### config.mk
export PLATFORM = sky130hd
export DESIGN_NAME = kbd_disp_port
export DESIGN_NICKNAME = d
export VERILOG_FILES = /design/src/rtl/kdp_pkg.sv /design/src/rtl/kdp_key_holder.sv /design/src/rtl/kdp_disp_seq.sv /design/src/rtl/kbd_disp_port.sv
export SDC_FILE = /design/constraint.sdc
export NUM_CORES = 1
export LEC_CHECK = 0
export ABC_CLOCK_PERIOD_IN_PS = 3000
export BUFFER_PORTS_ARGS = -buffer_cell sky130_fd_sc_hd__buf_4
export CORE_ASPECT_RATIO = 0.5
export CORE_MARGIN = 5
export CORE_UTILIZATION = 50
export CTS_CLUSTER_SIZE = 20
export DETAILED_ROUTE_END_ITERATION = 16
export MAX_ROUTING_LAYER = met4
export PLACE_DENSITY = 0.8
export SLEW_MARGIN = 20
export SYNTH_ARGS = -nofsm -noshare
export SYNTH_HDL_FRONTEND = slang
export SYNTH_SLANG_ARGS = --single-unit
### constraint.sdc
create_clock -name clk -period 3 [get_ports clk]
set_input_delay 0.15 -clock clk [delete_from_list [all_inputs] [get_ports clk]]
set_output_delay 0.15 -clock clk [all_outputs]
set_load 0.01 [all_outputs]
### src/rtl/kdp_pkg.sv
package kdp_pkg;
   typedef enum logic [1:0] {
      DSP_IDLE = 2'd0,
      DSP_SEND = 2'd1,
      DSP_DONE = 2'd2
   } dsp_state_e;

   localparam logic [7:0] KEY_LF     = 8'h0A;
   localparam logic [7:0] KEY_CR     = 8'h0D;
   localparam logic [7:0] KEY_DEL    = 8'h7F;
   localparam logic [7:0] KEY_BS     = 8'h08;
   localparam logic [7:0] KEY_RUBOUT = 8'h5F;
   localparam logic [7:0] KEY_LC_LO  = 8'h61;
   localparam logic [7:0] KEY_LC_HI  = 8'h7A;
   localparam logic [7:0] KEY_RESET  = 8'h12;
   localparam logic [7:0] KEY_BREAK  = 8'h02;

   localparam logic [7:0] OUT_AT     = 8'h40;
   localparam logic [7:0] OUT_SPACE  = 8'h20;
endpackage

### src/rtl/kdp_key_holder.sv
module kdp_key_holder
   import kdp_pkg::*;
#(
   parameter int DATA_W    = 8,
   parameter int CHAR_W    = 7,
   parameter bit UPCASE_EN = 1'b1
) (
   input  logic              clk,
   input  logic              rst,
   input  logic              key_valid,
   input  logic [DATA_W-1:0] key_data,
   output logic              key_ready,
   input  logic              rd_clr,
   output logic              pending,
   output logic [CHAR_W-1:0] held_key,
   output logic              rst_req,
   output logic              brk_req
);
   localparam int CASE_BIT = 5;

   logic              accept;
   logic              is_rst;
   logic              is_brk;
   logic [DATA_W-1:0] remapped;
   logic [DATA_W-1:0] folded;

   assign key_ready = !pending;
   assign accept    = key_valid && !pending;
   assign is_rst    = (key_data == DATA_W'(KEY_RESET));
   assign is_brk    = (key_data == DATA_W'(KEY_BREAK));

   always_comb begin
      remapped = key_data;
      if (key_data == DATA_W'(KEY_LF))
         remapped = DATA_W'(KEY_CR);
      else if ((key_data == DATA_W'(KEY_DEL)) || (key_data == DATA_W'(KEY_BS)))
         remapped = DATA_W'(KEY_RUBOUT);
   end

   generate
      if (UPCASE_EN) begin : g_fold
         always_comb begin
            folded = remapped;
            if ((remapped >= DATA_W'(KEY_LC_LO)) && (remapped <= DATA_W'(KEY_LC_HI)))
               folded[CASE_BIT] = 1'b0;
         end
      end else begin : g_nofold
         assign folded = remapped;
      end
   endgenerate

   always_ff @(posedge clk) begin
      if (rst) begin
         pending  <= 1'b0;
         held_key <= '0;
         rst_req  <= 1'b0;
         brk_req  <= 1'b0;
      end else begin
         rst_req <= accept && is_rst;
         brk_req <= accept && is_brk;
         if (accept && !is_rst && !is_brk) begin
            pending  <= 1'b1;
            held_key <= CHAR_W'(folded);
         end else if (rd_clr) begin
            pending <= 1'b0;
         end
      end
   end

   AST_KEY_HOLD: assert property (@(posedge clk) disable iff (rst)
      (pending && !rd_clr) |=> (pending && $stable(held_key)));
   AST_CTRL_NOT_STORED: assert property (@(posedge clk) disable iff (rst)
      (rst_req || brk_req) |-> !pending);
   AST_CTRL_EXCLUSIVE: assert property (@(posedge clk) disable iff (rst)
      $onehot0({rst_req, brk_req}));
endmodule

### src/rtl/kdp_disp_seq.sv
module kdp_disp_seq
   import kdp_pkg::*;
#(
   parameter int DATA_W   = 8,
   parameter int CHAR_W   = 7,
   parameter bit ERASE_EN = 1'b1
) (
   input  logic              clk,
   input  logic              rst,
   input  logic              start,
   input  logic [DATA_W-1:0] wr_byte,
   output logic              dsp_valid,
   output logic [CHAR_W-1:0] dsp_data,
   input  logic              dsp_ready,
   output logic              done
);
   localparam logic [DATA_W-1:0] LOW_MASK = DATA_W'((1 << CHAR_W) - 1);
   localparam int                IDX_W    = 2;
   localparam logic [IDX_W-1:0]  IDX_LAST = IDX_W'(2);

   dsp_state_e        state;
   logic [CHAR_W-1:0] code;
   logic [CHAR_W-1:0] mapped;
   logic [CHAR_W-1:0] char_q;
   logic              erase_code;
   logic              erase_q;
   logic [IDX_W-1:0]  idx;
   logic              last;

   assign code = CHAR_W'(wr_byte & LOW_MASK);

   always_comb begin
      mapped = code;
      if (code == CHAR_W'(KEY_DEL))
         mapped = CHAR_W'(OUT_AT);
      else if (code == CHAR_W'(KEY_CR))
         mapped = CHAR_W'(KEY_LF);
   end

   generate
      if (ERASE_EN) begin : g_erase
         assign erase_code = (code == CHAR_W'(KEY_RUBOUT));
      end else begin : g_plain
         assign erase_code = 1'b0;
      end
   endgenerate

   assign dsp_valid = (state == DSP_SEND);
   assign done      = (state == DSP_DONE);
   assign last      = !erase_q || (idx == IDX_LAST);

   always_comb begin
      if (erase_q)
         dsp_data = (idx == IDX_W'(1)) ? CHAR_W'(OUT_SPACE) : CHAR_W'(KEY_BS);
      else
         dsp_data = char_q;
   end

   always_ff @(posedge clk) begin
      if (rst) begin
         state   <= DSP_IDLE;
         char_q  <= '0;
         erase_q <= 1'b0;
         idx     <= '0;
      end else begin
         unique case (state)
            DSP_IDLE: if (start) begin
               char_q  <= mapped;
               erase_q <= erase_code;
               idx     <= '0;
               state   <= DSP_SEND;
            end
            DSP_SEND: if (dsp_ready) begin
               if (last) state <= DSP_DONE;
               else      idx   <= idx + IDX_W'(1);
            end
            default: state <= DSP_IDLE;
         endcase
      end
   end

   AST_DSP_HOLD: assert property (@(posedge clk) disable iff (rst)
      (dsp_valid && !dsp_ready) |=> (dsp_valid && $stable(dsp_data)));
   AST_DONE_PULSE: assert property (@(posedge clk) disable iff (rst)
      done |=> !done);
endmodule

### src/rtl/kbd_disp_port.sv
module kbd_disp_port
   import kdp_pkg::*;
#(
   parameter int              ADDR_W        = 16,
   parameter int              DATA_W        = 8,
   parameter int              CHAR_W        = 7,
   parameter logic [ADDR_W-1:0] KEY_DATA_ADDR = 16'hD010,
   parameter logic [ADDR_W-1:0] KEY_STAT_ADDR = 16'hD011,
   parameter logic [ADDR_W-1:0] DISP_ADDR     = 16'hD012,
   parameter bit              UPCASE_EN     = 1'b1,
   parameter bit              ERASE_EN      = 1'b1
) (
   input  logic              clk,
   input  logic              rst,
   input  logic              bus_sel,
   input  logic              bus_we,
   input  logic [ADDR_W-1:0] bus_addr,
   input  logic [DATA_W-1:0] bus_wdata,
   output logic [DATA_W-1:0] bus_rdata,
   output logic              bus_ack,
   input  logic              key_valid,
   input  logic [DATA_W-1:0] key_data,
   output logic              key_ready,
   output logic              dsp_valid,
   output logic [CHAR_W-1:0] dsp_data,
   input  logic              dsp_ready,
   output logic              cpu_reset_req,
   output logic              cpu_break_req
);
   localparam int FILL_W = DATA_W - 1 - CHAR_W;

   generate
      if (DATA_W != 8) begin : g_bad_data_w
         $error("kbd_disp_port: DATA_W must be 8");
      end
      if (CHAR_W != DATA_W - 1) begin : g_bad_char_w
         $error("kbd_disp_port: CHAR_W must be DATA_W-1");
      end
      if ((KEY_DATA_ADDR == KEY_STAT_ADDR) || (KEY_DATA_ADDR == DISP_ADDR) ||
          (KEY_STAT_ADDR == DISP_ADDR)) begin : g_bad_map
         $error("kbd_disp_port: register addresses must differ");
      end
   endgenerate

   logic              hit_data_rd;
   logic              hit_stat_rd;
   logic              hit_disp_wr;
   logic              rd_clr;
   logic              key_pending;
   logic [CHAR_W-1:0] held_key;
   logic              disp_done;

   assign hit_data_rd = bus_sel && !bus_we && (bus_addr == KEY_DATA_ADDR);
   assign hit_stat_rd = bus_sel && !bus_we && (bus_addr == KEY_STAT_ADDR);
   assign hit_disp_wr = bus_sel &&  bus_we && (bus_addr == DISP_ADDR);
   assign rd_clr      = hit_data_rd && key_pending;

   always_comb begin
      bus_rdata = '0;
      if (hit_stat_rd)
         bus_rdata = {key_pending, {(DATA_W-1){1'b0}}};
      else if (rd_clr)
         bus_rdata = DATA_W'({1'b1, {FILL_W{1'b0}}, held_key});
   end

   assign bus_ack = bus_sel && (!hit_disp_wr || disp_done);

   kdp_key_holder #(
      .DATA_W   (DATA_W),
      .CHAR_W   (CHAR_W),
      .UPCASE_EN(UPCASE_EN)
   ) u_keys (
      .clk      (clk),
      .rst      (rst),
      .key_valid(key_valid),
      .key_data (key_data),
      .key_ready(key_ready),
      .rd_clr   (rd_clr),
      .pending  (key_pending),
      .held_key (held_key),
      .rst_req  (cpu_reset_req),
      .brk_req  (cpu_break_req)
   );

   kdp_disp_seq #(
      .DATA_W  (DATA_W),
      .CHAR_W  (CHAR_W),
      .ERASE_EN(ERASE_EN)
   ) u_disp (
      .clk      (clk),
      .rst      (rst),
      .start    (hit_disp_wr),
      .wr_byte  (bus_wdata),
      .dsp_valid(dsp_valid),
      .dsp_data (dsp_data),
      .dsp_ready(dsp_ready),
      .done     (disp_done)
   );

   AST_READ_CLEARS: assert property (@(posedge clk) disable iff (rst)
      (hit_data_rd && key_pending) |=> !key_pending);
   AST_ACK_WAIT: assert property (@(posedge clk) disable iff (rst)
      (hit_disp_wr && dsp_valid) |-> !bus_ack);
   AST_NO_TAKE_PENDING: assert property (@(posedge clk) disable iff (rst)
      key_pending |-> !key_ready);
endmodule

==> results of run 1 <==
cell usage after synthesis (3+ instances only):
library cell  instances  area share
dfxtp_1              22        0.31
nor2_1               20       0.053
nor2b_1              10       0.044
o21ai_1              10       0.035
a21oi_1               9       0.032
and2_1                7       0.031
inv_1                 7       0.018
a211oi_2              5       0.044
nand4_1               5       0.022
clkbuf_1              4       0.011
nand2b_1              4       0.018
nand3_1               4       0.014
nor4_1                4       0.018
and3_1                3       0.013
nand3b_1              3       0.016
worst max path at each step:
| stage | start | end | slack (ns) | cells past startpoint |
|---|---|---|---|---|
| finish | bus_addr[8] | bus_rdata[3] | 1.13 | 6 |
| global placement | bus_addr[8] | bus_rdata[4] | 1.18 | 6 |
| floorplan | u_disp.idx[0] | u_disp.idx[0] | 1.60 | 6 |
| global route | bus_addr[8] | bus_rdata[5] | 1.00 | 6 |
| CTS | bus_addr[8] | bus_rdata[3] | 1.13 | 6 |
| detailed placement | bus_addr[8] | bus_rdata[3] | 1.13 | 6 |
routing by layer:
| layer | GRT usage | vias to the layer above | routed length, µm |
|---|---|---|---|
| li1 | - | 721 | - |
| met1 | 0.212 | 656 | 1500 |
| met4 | 0.0442 | 0 | 27 |
| met2 | 0.323 | 48 | 1710 |
| met5 | - | - | 0 |
| met3 | 0.0430 | 4 | 257 |
cell families (layout without fill, tap and decap cells):
| logic type | Yosys count | count (layout) |
|---|---|---|
| AOI/OAI and AO/OA | 39 | 39 |
| xor gates and xnor gates | 1 | 1 |
| adders and majority gates | 2 | 2 |
| buffers and inverters | 17 | 67 |
| DFF | 22 | 22 |
| muxes | 4 | 4 |
| and+or+nand+nor | 83 | 83 |
critical path, cell delays in order:
cell and delay [ns]:
buf_4 0.12, nor4b_4 0.29, nand4_2 0.36, nor3_2 0.49
and2_1 0.20, buf_4 0.12
per-stage QoR:
stage                     power [mW]  setup slack [ns]
final                          0.685              1.13
after global routing           0.716              1.00
after CTS                      0.692              1.13
after detailed placement       0.417              1.13
after global placement         0.414              1.18
after floorplan                0.361              1.60
layout by cell type, fill, tap and decap left out, types with 2 or more instances in the layout:
cell,n
and3b_1,2
and2_1,7
nor2_1,20
nand2_1,2
nor4_1,4
nand3b_1,3
nor3_2,2
or3_1,2
buf_4,56
inv_1,7
a211oi_2,5
and3_1,3
nor3b_1,2
o21ai_1,10
and4_1,2
nand2b_1,4
ha_1,2
a21oi_1,9
dfxtp_1,22
clkbuf_8,3
nor2b_1,10
nor3_1,2
nand4_1,5
mux2_2,2
nand3_1,4
mux2i_1,2
layout make-up:
cell class | count | area, µm²
multi-input cells | 129 | 901
fillers | 242 | 762
flip-flops and latches | 22 | 440
repair buffers | 56 | 420
well taps | 37 | 46.3
clock buffers | 3 | 41.3
clock inverters | 1 | 30.0
inverters | 7 | 26.3
power groups by stage:
| stage | Clock [mW] | Combinational [mW] | Sequential [mW] |
|---|---|---|---|
| floorplan | 0 | 0.0506 | 0.310 |
| global placement | 0 | 0.102 | 0.312 |
| detailed placement | 0 | 0.105 | 0.312 |
| CTS | 0.282 | 0.106 | 0.305 |
| global route | 0.295 | 0.115 | 0.306 |
| finish | 0.276 | 0.105 | 0.305 |
registers in the layout, indices dropped and copies added, names as in the netlist:
signal / cells
u_disp.char_q: 7
u_disp.erase_q: 1
u_disp.idx: 2
u_disp.state: 2
u_keys.brk_req: 1
u_keys.held_key: 7
u_keys.pending: 1
u_keys.rst_req: 1
==> results.md, run 1 <==
* CTS H-tree lvls at 1
* Logic gate share of total power at 0.153
* Synth warnings at 0
* Clk Latency, worst-skew pair at 0.26 ns
* Yosys reg bits at 22
* Power per cell area at around 360 nW/µm²
* Peak VDD IR at between 0.00015 and 0.0002 V
* Routability Congestion at ~0.86
* Initial antenna violation count at 0
* Clk root buf: clkbuf_8
* Post-DP HPWL at about 2700 µm
* RR Endpoint: u_keys.pending
* HP Class: primary input to flop
* Mean post-synth cell area at 8.49 µm²
* # IOs at just under 60
* Diode count at 0
* CP Class: primary input to output port
* Gr usage total at 0.180
* Nets at between 200 and 300
* Finished Cell Area at between 1500 and 2000 µm²
* P_sw at 0.152 mW
* Total clock sinks at 22
* Power share of the clock group at 0.402
* Pins Over Slew Limit at 0
* Cts bufs inserted at 3
* Mapped Nets at ~210
* Status: completed
* Setup Buffers After CTS at 0
* Share of layout cells above drive strength 1 at 0.358
* Worst Reg-to-Reg Cells at 4
* Hold Fails Final Rpt at 0
* Largest net degree at the start of global routing at 29
* # DRC at 0
* Maxcap violations at 0
* Most used DFF post-synth: dfxtp_1
* Final cell count without fillers at about 260
* Seq pwr share at 0.444
* Mean routed wirelength per cell at between 10 and 15 µm
* Worst Path Arrival at ~1.7 ns
* CP Max Fanout at 12
* Synth cell types at 54
* Area growth syn-to-layout at 33.6%
* Static Leak at about 0.83 nW
* Fin Hold WS at 0.102 ns
* Hold buffer count at CTS at 0
* Die span in x at 85.5 µm
* PortBufs at 56
* Residual antenna-violating net count after detailed routing at 0
* Switching Share at 0.222
* Clock skew at 0.00316 ns
* Final WL at roughly 3500 µm
* Die H at approximately 48 µm
* Row count at 13
* Placed Cells incl. Taps at ~250
* Number of enable flip-flop cells after synthesis at 0
* Sequential area share after synthesis at 0.309
* Highest clock rate at 533 MHz
* Syn Inst Count at between 150 and 200
* Hold path cells at 2
* CTS clk-pin slew, worst paths at roughly 0.08 ns
* Synth Area in Compound Gates at 0.204
* DP Area at about 1800 µm²
* Initial core utilization at 0.535
* Post-synthesis xor/xnor area fraction at 0.00614
* Post-synthesis cell area at about 1400 µm²
* Largest family of logic cells by synthesized area: simple AND/OR/NAND/NOR gates
* Area share of and/or/nand/nor cells after synthesis at 0.374
* Vias in the first global route at between 1000 and 1500
* Global-route wire length before repair at around 5700 µm
* CORE AREA at 2670 µm²
* Slew margin rel. at 0.484
* Setup TNS Final at 0 ns
* Slew @ Worst Pin at slightly below 0.8 ns
* R2r setup slk at 1.36 ns
* Worst hold path startpoint: key_data[4]
* CTS tree: yes
* Internal power at around 0.53 mW
* Reg2reg start: u_keys.pending
* Die area at 4090 µm²
* Crit end category: output port
* RSZ-0062 raised after global routing: no
* Clock Path Buffers at 2
* Mux cell area share after synthesis at 0.0298
* FFs w/ async S/R, synth at 0
* Total gr overflow at 0
* Detailed-route via count at 1429
* Min Tclk post-route at 1.87 ns
* Worst hold endpoint: u_keys.brk_req
* Adder-cell share of the synthesized area at 0.0175
* Setup violators final at 0
* Final worst-path cycle share at 0.625
* DRT Pass-1 Iters at 4
* Cts repair resizes at 0
* Avg Vias per Cell at around 5.6
* Fin util at 0.714
* CP required at about 2.9 ns
* Setup crit start kind: primary input
* Initial DRC Count at 56
No activity file was read; power rests on OpenSTA's default activity.
==> run 2: changes to the inputs <==
- ABC_AREA: not set -> 1
- ABC_CLOCK_PERIOD_IN_PS: 3000 -> 1750
- CORE_UTILIZATION: 50 -> 47
- PLACE_DENSITY: 0.8 -> 0.77
- clock period: 3 -> 1.75 ns (I/O delays scaled with it)
==> run 2 against run 1 <==
Compared with the run above: sequential share of layout area rose by 0.29 points; critical path depth fell by 1; via count rose by 7.1%; first-iteration DRC count rose by 27%; critical endpoint is now bus_rdata[1]; routed wire length rose by 0.23%; global-route usage rose by 0.51 points.
==> results.md, run 2 <==
* Status: completed
* Post-DP HPWL at a little under 3000 µm
* Static Leak at between 0.9 and 1 nW
* DR top layer: met4
* WL met3 at around 170 µm
* Number of enable flip-flop cells after synthesis at 0
* Clk Latency, worst-skew pair at ~0.26 ns
* Mean post-synth cell area at ~6.3 µm²
* Slew @ Worst Pin at between 0.3 and 0.4 ns
* Setup violators final at 0
* Clk root buf: clkbuf_8
* Most frequent cells in the layout: buf_4, nor2_1, inv_1, nand2_1, dfxtp_1
* Mux cell area share after synthesis at 0
* Mapped Nets at between 200 and 300
* Initial DRC Count at 71
* Worst Path Arrival at between 1 and 1.5 ns
* Post-synthesis cell area at 1360 µm²
* R2r setup slk at about 0.34 ns
* Synth Area in Compound Gates at 0.150
* Vias in the first global route at between 1000 and 1500
* Cts bufs inserted at 3
* Setup Buffers After CTS at 0
* Fin util at 0.701
* Synth warnings at 0
* Internal power at between 0.8 and 0.9 mW
* Nets at about 320
* Clock skew at about 0.00059 ns
* Area share of and/or/nand/nor cells after synthesis at 0.381
* Post-synthesis xor/xnor area fraction at 0
* Largest family of logic cells by synthesized area: simple AND/OR/NAND/NOR gates
* Total clock sinks at 22
* Synth top cells by count: nor2_1, inv_1, nand2_1
* Diode count at 0
* Initial antenna violation count at 0
* Yosys top cell by area: dfxtp_1
* Routed met2 length at between 1500 and 2000 µm
* Maxcap violations at 0
* Gr usage total at 0.185
* Mean routed wirelength per cell at approximately 11 µm
* HP Class: primary input to flop
* Initial core utilization at 0.508
* Share of layout cells above drive strength 1 at 0.298
* Register area at approximately 440 µm²
* Detailed-route via count at 1530
* Clock Path Buffers at 2
* Routability Congestion at ~0.88
* CP Class: flop to output port
* Switching Share at 0.248
* Final cell count without fillers at about 310
* Die H at slightly below 50 µm
* Min Tclk post-route at about 1.5 ns
* Residual antenna-violating net count after detailed routing at 0
* Most used DFF post-synth: dfxtp_1
* Met1 wire length at between 1000 and 1500 µm
* Most common cell in the netlist: nor2_1
* Die span in x at about 86 µm
* DRT Pass-1 Iters at 4
* Largest net degree at the start of global routing at 14
* Logic gate share of total power at 0.162
* Power share of the clock group at 0.348
* Slew margin rel. at 0.765
* Setup TNS Final at 0 ns
* CTS H-tree lvls at 1
* # DRC at 0
* Top cells by area, synth: dfxtp_1, nor2_1, inv_1, nand2_1, a21oi_1
* Total gr overflow at 0
* Row count at 13
* Crit end category: output port
* Die area at between 4000 and 5000 µm²
* # IOs at slightly below 60
* Global-route wire length before repair at 5830 µm
* Setup crit start kind: flop
* Final worst-path cycle share at 0.837
* Highest clock rate at approximately 680 MHz
* Yosys reg bits at 22
* Hold Fails Final Rpt at 0
* Final WL at ~3500 µm
* P_sw at around 0.26 mW
* RSZ-0062 raised after global routing: no
* Multi-input logic area at about 750 µm²
* Area growth syn-to-layout at 38.0%
* # fillers at 240
* Cts repair resizes at 0
* Pins Over Slew Limit at 0
* CORE AREA at around 2700 µm²
* Power per cell area at 565 nW/µm²
* Avg Vias per Cell at between 4 and 5
* Registers with the most flip-flops: u_disp.char_q x7, u_keys.held_key x7
* Seq pwr share at 0.491
* Commonest non-fill, non-tap cell in the layout: buf_4
* Sequential area share after synthesis at 0.323
* Peak VDD IR at between 0.0003 and 0.0004 V
* CTS tree: yes
* CP required at ~1.7 ns
* Hold buffer count at CTS at 0
* Adder-cell share of the synthesized area at 0.0183
* CTS clk-pin slew, worst paths at 0.08 ns
* Placed Cells incl. Taps at just over 300
* Post-synth top area share at 0.323
* Synth cell types at 27
* CP Max Fanout at 7
* PortBufs at 56
* FFs w/ async S/R, synth at 0
* Syn Inst Count at ~220
==> run 2: cell types whose count changed after synthesis, sizes merged, moves of 7 or more <==
cell,previous run,this run
and2,7,0
nand2,3,34
nand3,4,13
nor2b,10,0
nor2,21,54
inv,7,45
==> run 2: cell families (layout without fill, tap and decap cells) <==
group | count (synthesis) | after routing
AOI/OAI and AO/OA | 34 | 34
adders and majority gates | 2 | 2
buffers and inverters | 46 | 105
DFF | 22 | 22
and+or+nand+nor | 112 | 112
==> run 2: layout make-up <==
class | count | area share
multi-input cells | 148 | 0.398
flip-flops and latches | 22 | 0.234
repair buffers | 56 | 0.223
inverters | 45 | 0.0911
clock buffers | 4 | 0.0293
well taps | 37 | 0.0246
==> run 2: stage by stage <==
stage | instance area (µm²) | power [mW] | setup WS [ns] | hold slack, ns
6_report | 1880 | 1.06 | 0.285 | 0.0753
5_1_grt | 1880 | 1.11 | 0.133 | 0.101
4_1_cts | 1880 | 1.07 | 0.285 | 0.0776
3_5_place_dp | 1830 | 0.705 | 0.363 | 0.353
3_3_place_gp | 1830 | 0.701 | 0.390 | 0.342
2_1_floorplan | 1360 | 0.609 | 0.470 | 0.160
==> run 2: power by group through the flow <==
stage | Combinational (mW) | Sequential [mW] | Clock (mW)
6_report | 0.172 | 0.522 | 0.370
5_1_grt | 0.191 | 0.524 | 0.397
4_1_cts | 0.172 | 0.522 | 0.373
3_5_place_dp | 0.171 | 0.534 | 0
3_3_place_gp | 0.167 | 0.534 | 0
2_1_floorplan | 0.0767 | 0.532 | 0
==> run 2: routing by layer <==
metal / global-route usage / vias up
met1: 0.196 / 688
li1: - / 800
met3: 0.0422 / 8
met2: 0.364 / 34
met5: - / -
met4: 0.0528 / 0
==> run 2: worst max-delay path, cell delays in order (launching register included) <==
cell     delay (ns)
dfxtp_1        0.38
inv_1          0.10
nor2_1         0.11
nand3_1        0.22
nor2_1         0.17
buf_4          0.14
==> run 2: worst paths after layout <==
| path | startpoint | to | depth (start not counted) |
|---|---|---|---|
| worst max register to register | u_disp.erase_q | u_disp.idx[0] | 7 |
| worst max-delay path | u_keys.pending | bus_rdata[1] | 5 |
| worst min-delay path | bus_wdata[2] | u_disp.char_q[2] | 3 |
| worst min register to register | u_keys.held_key[3] | u_keys.held_key[3] | 2 |
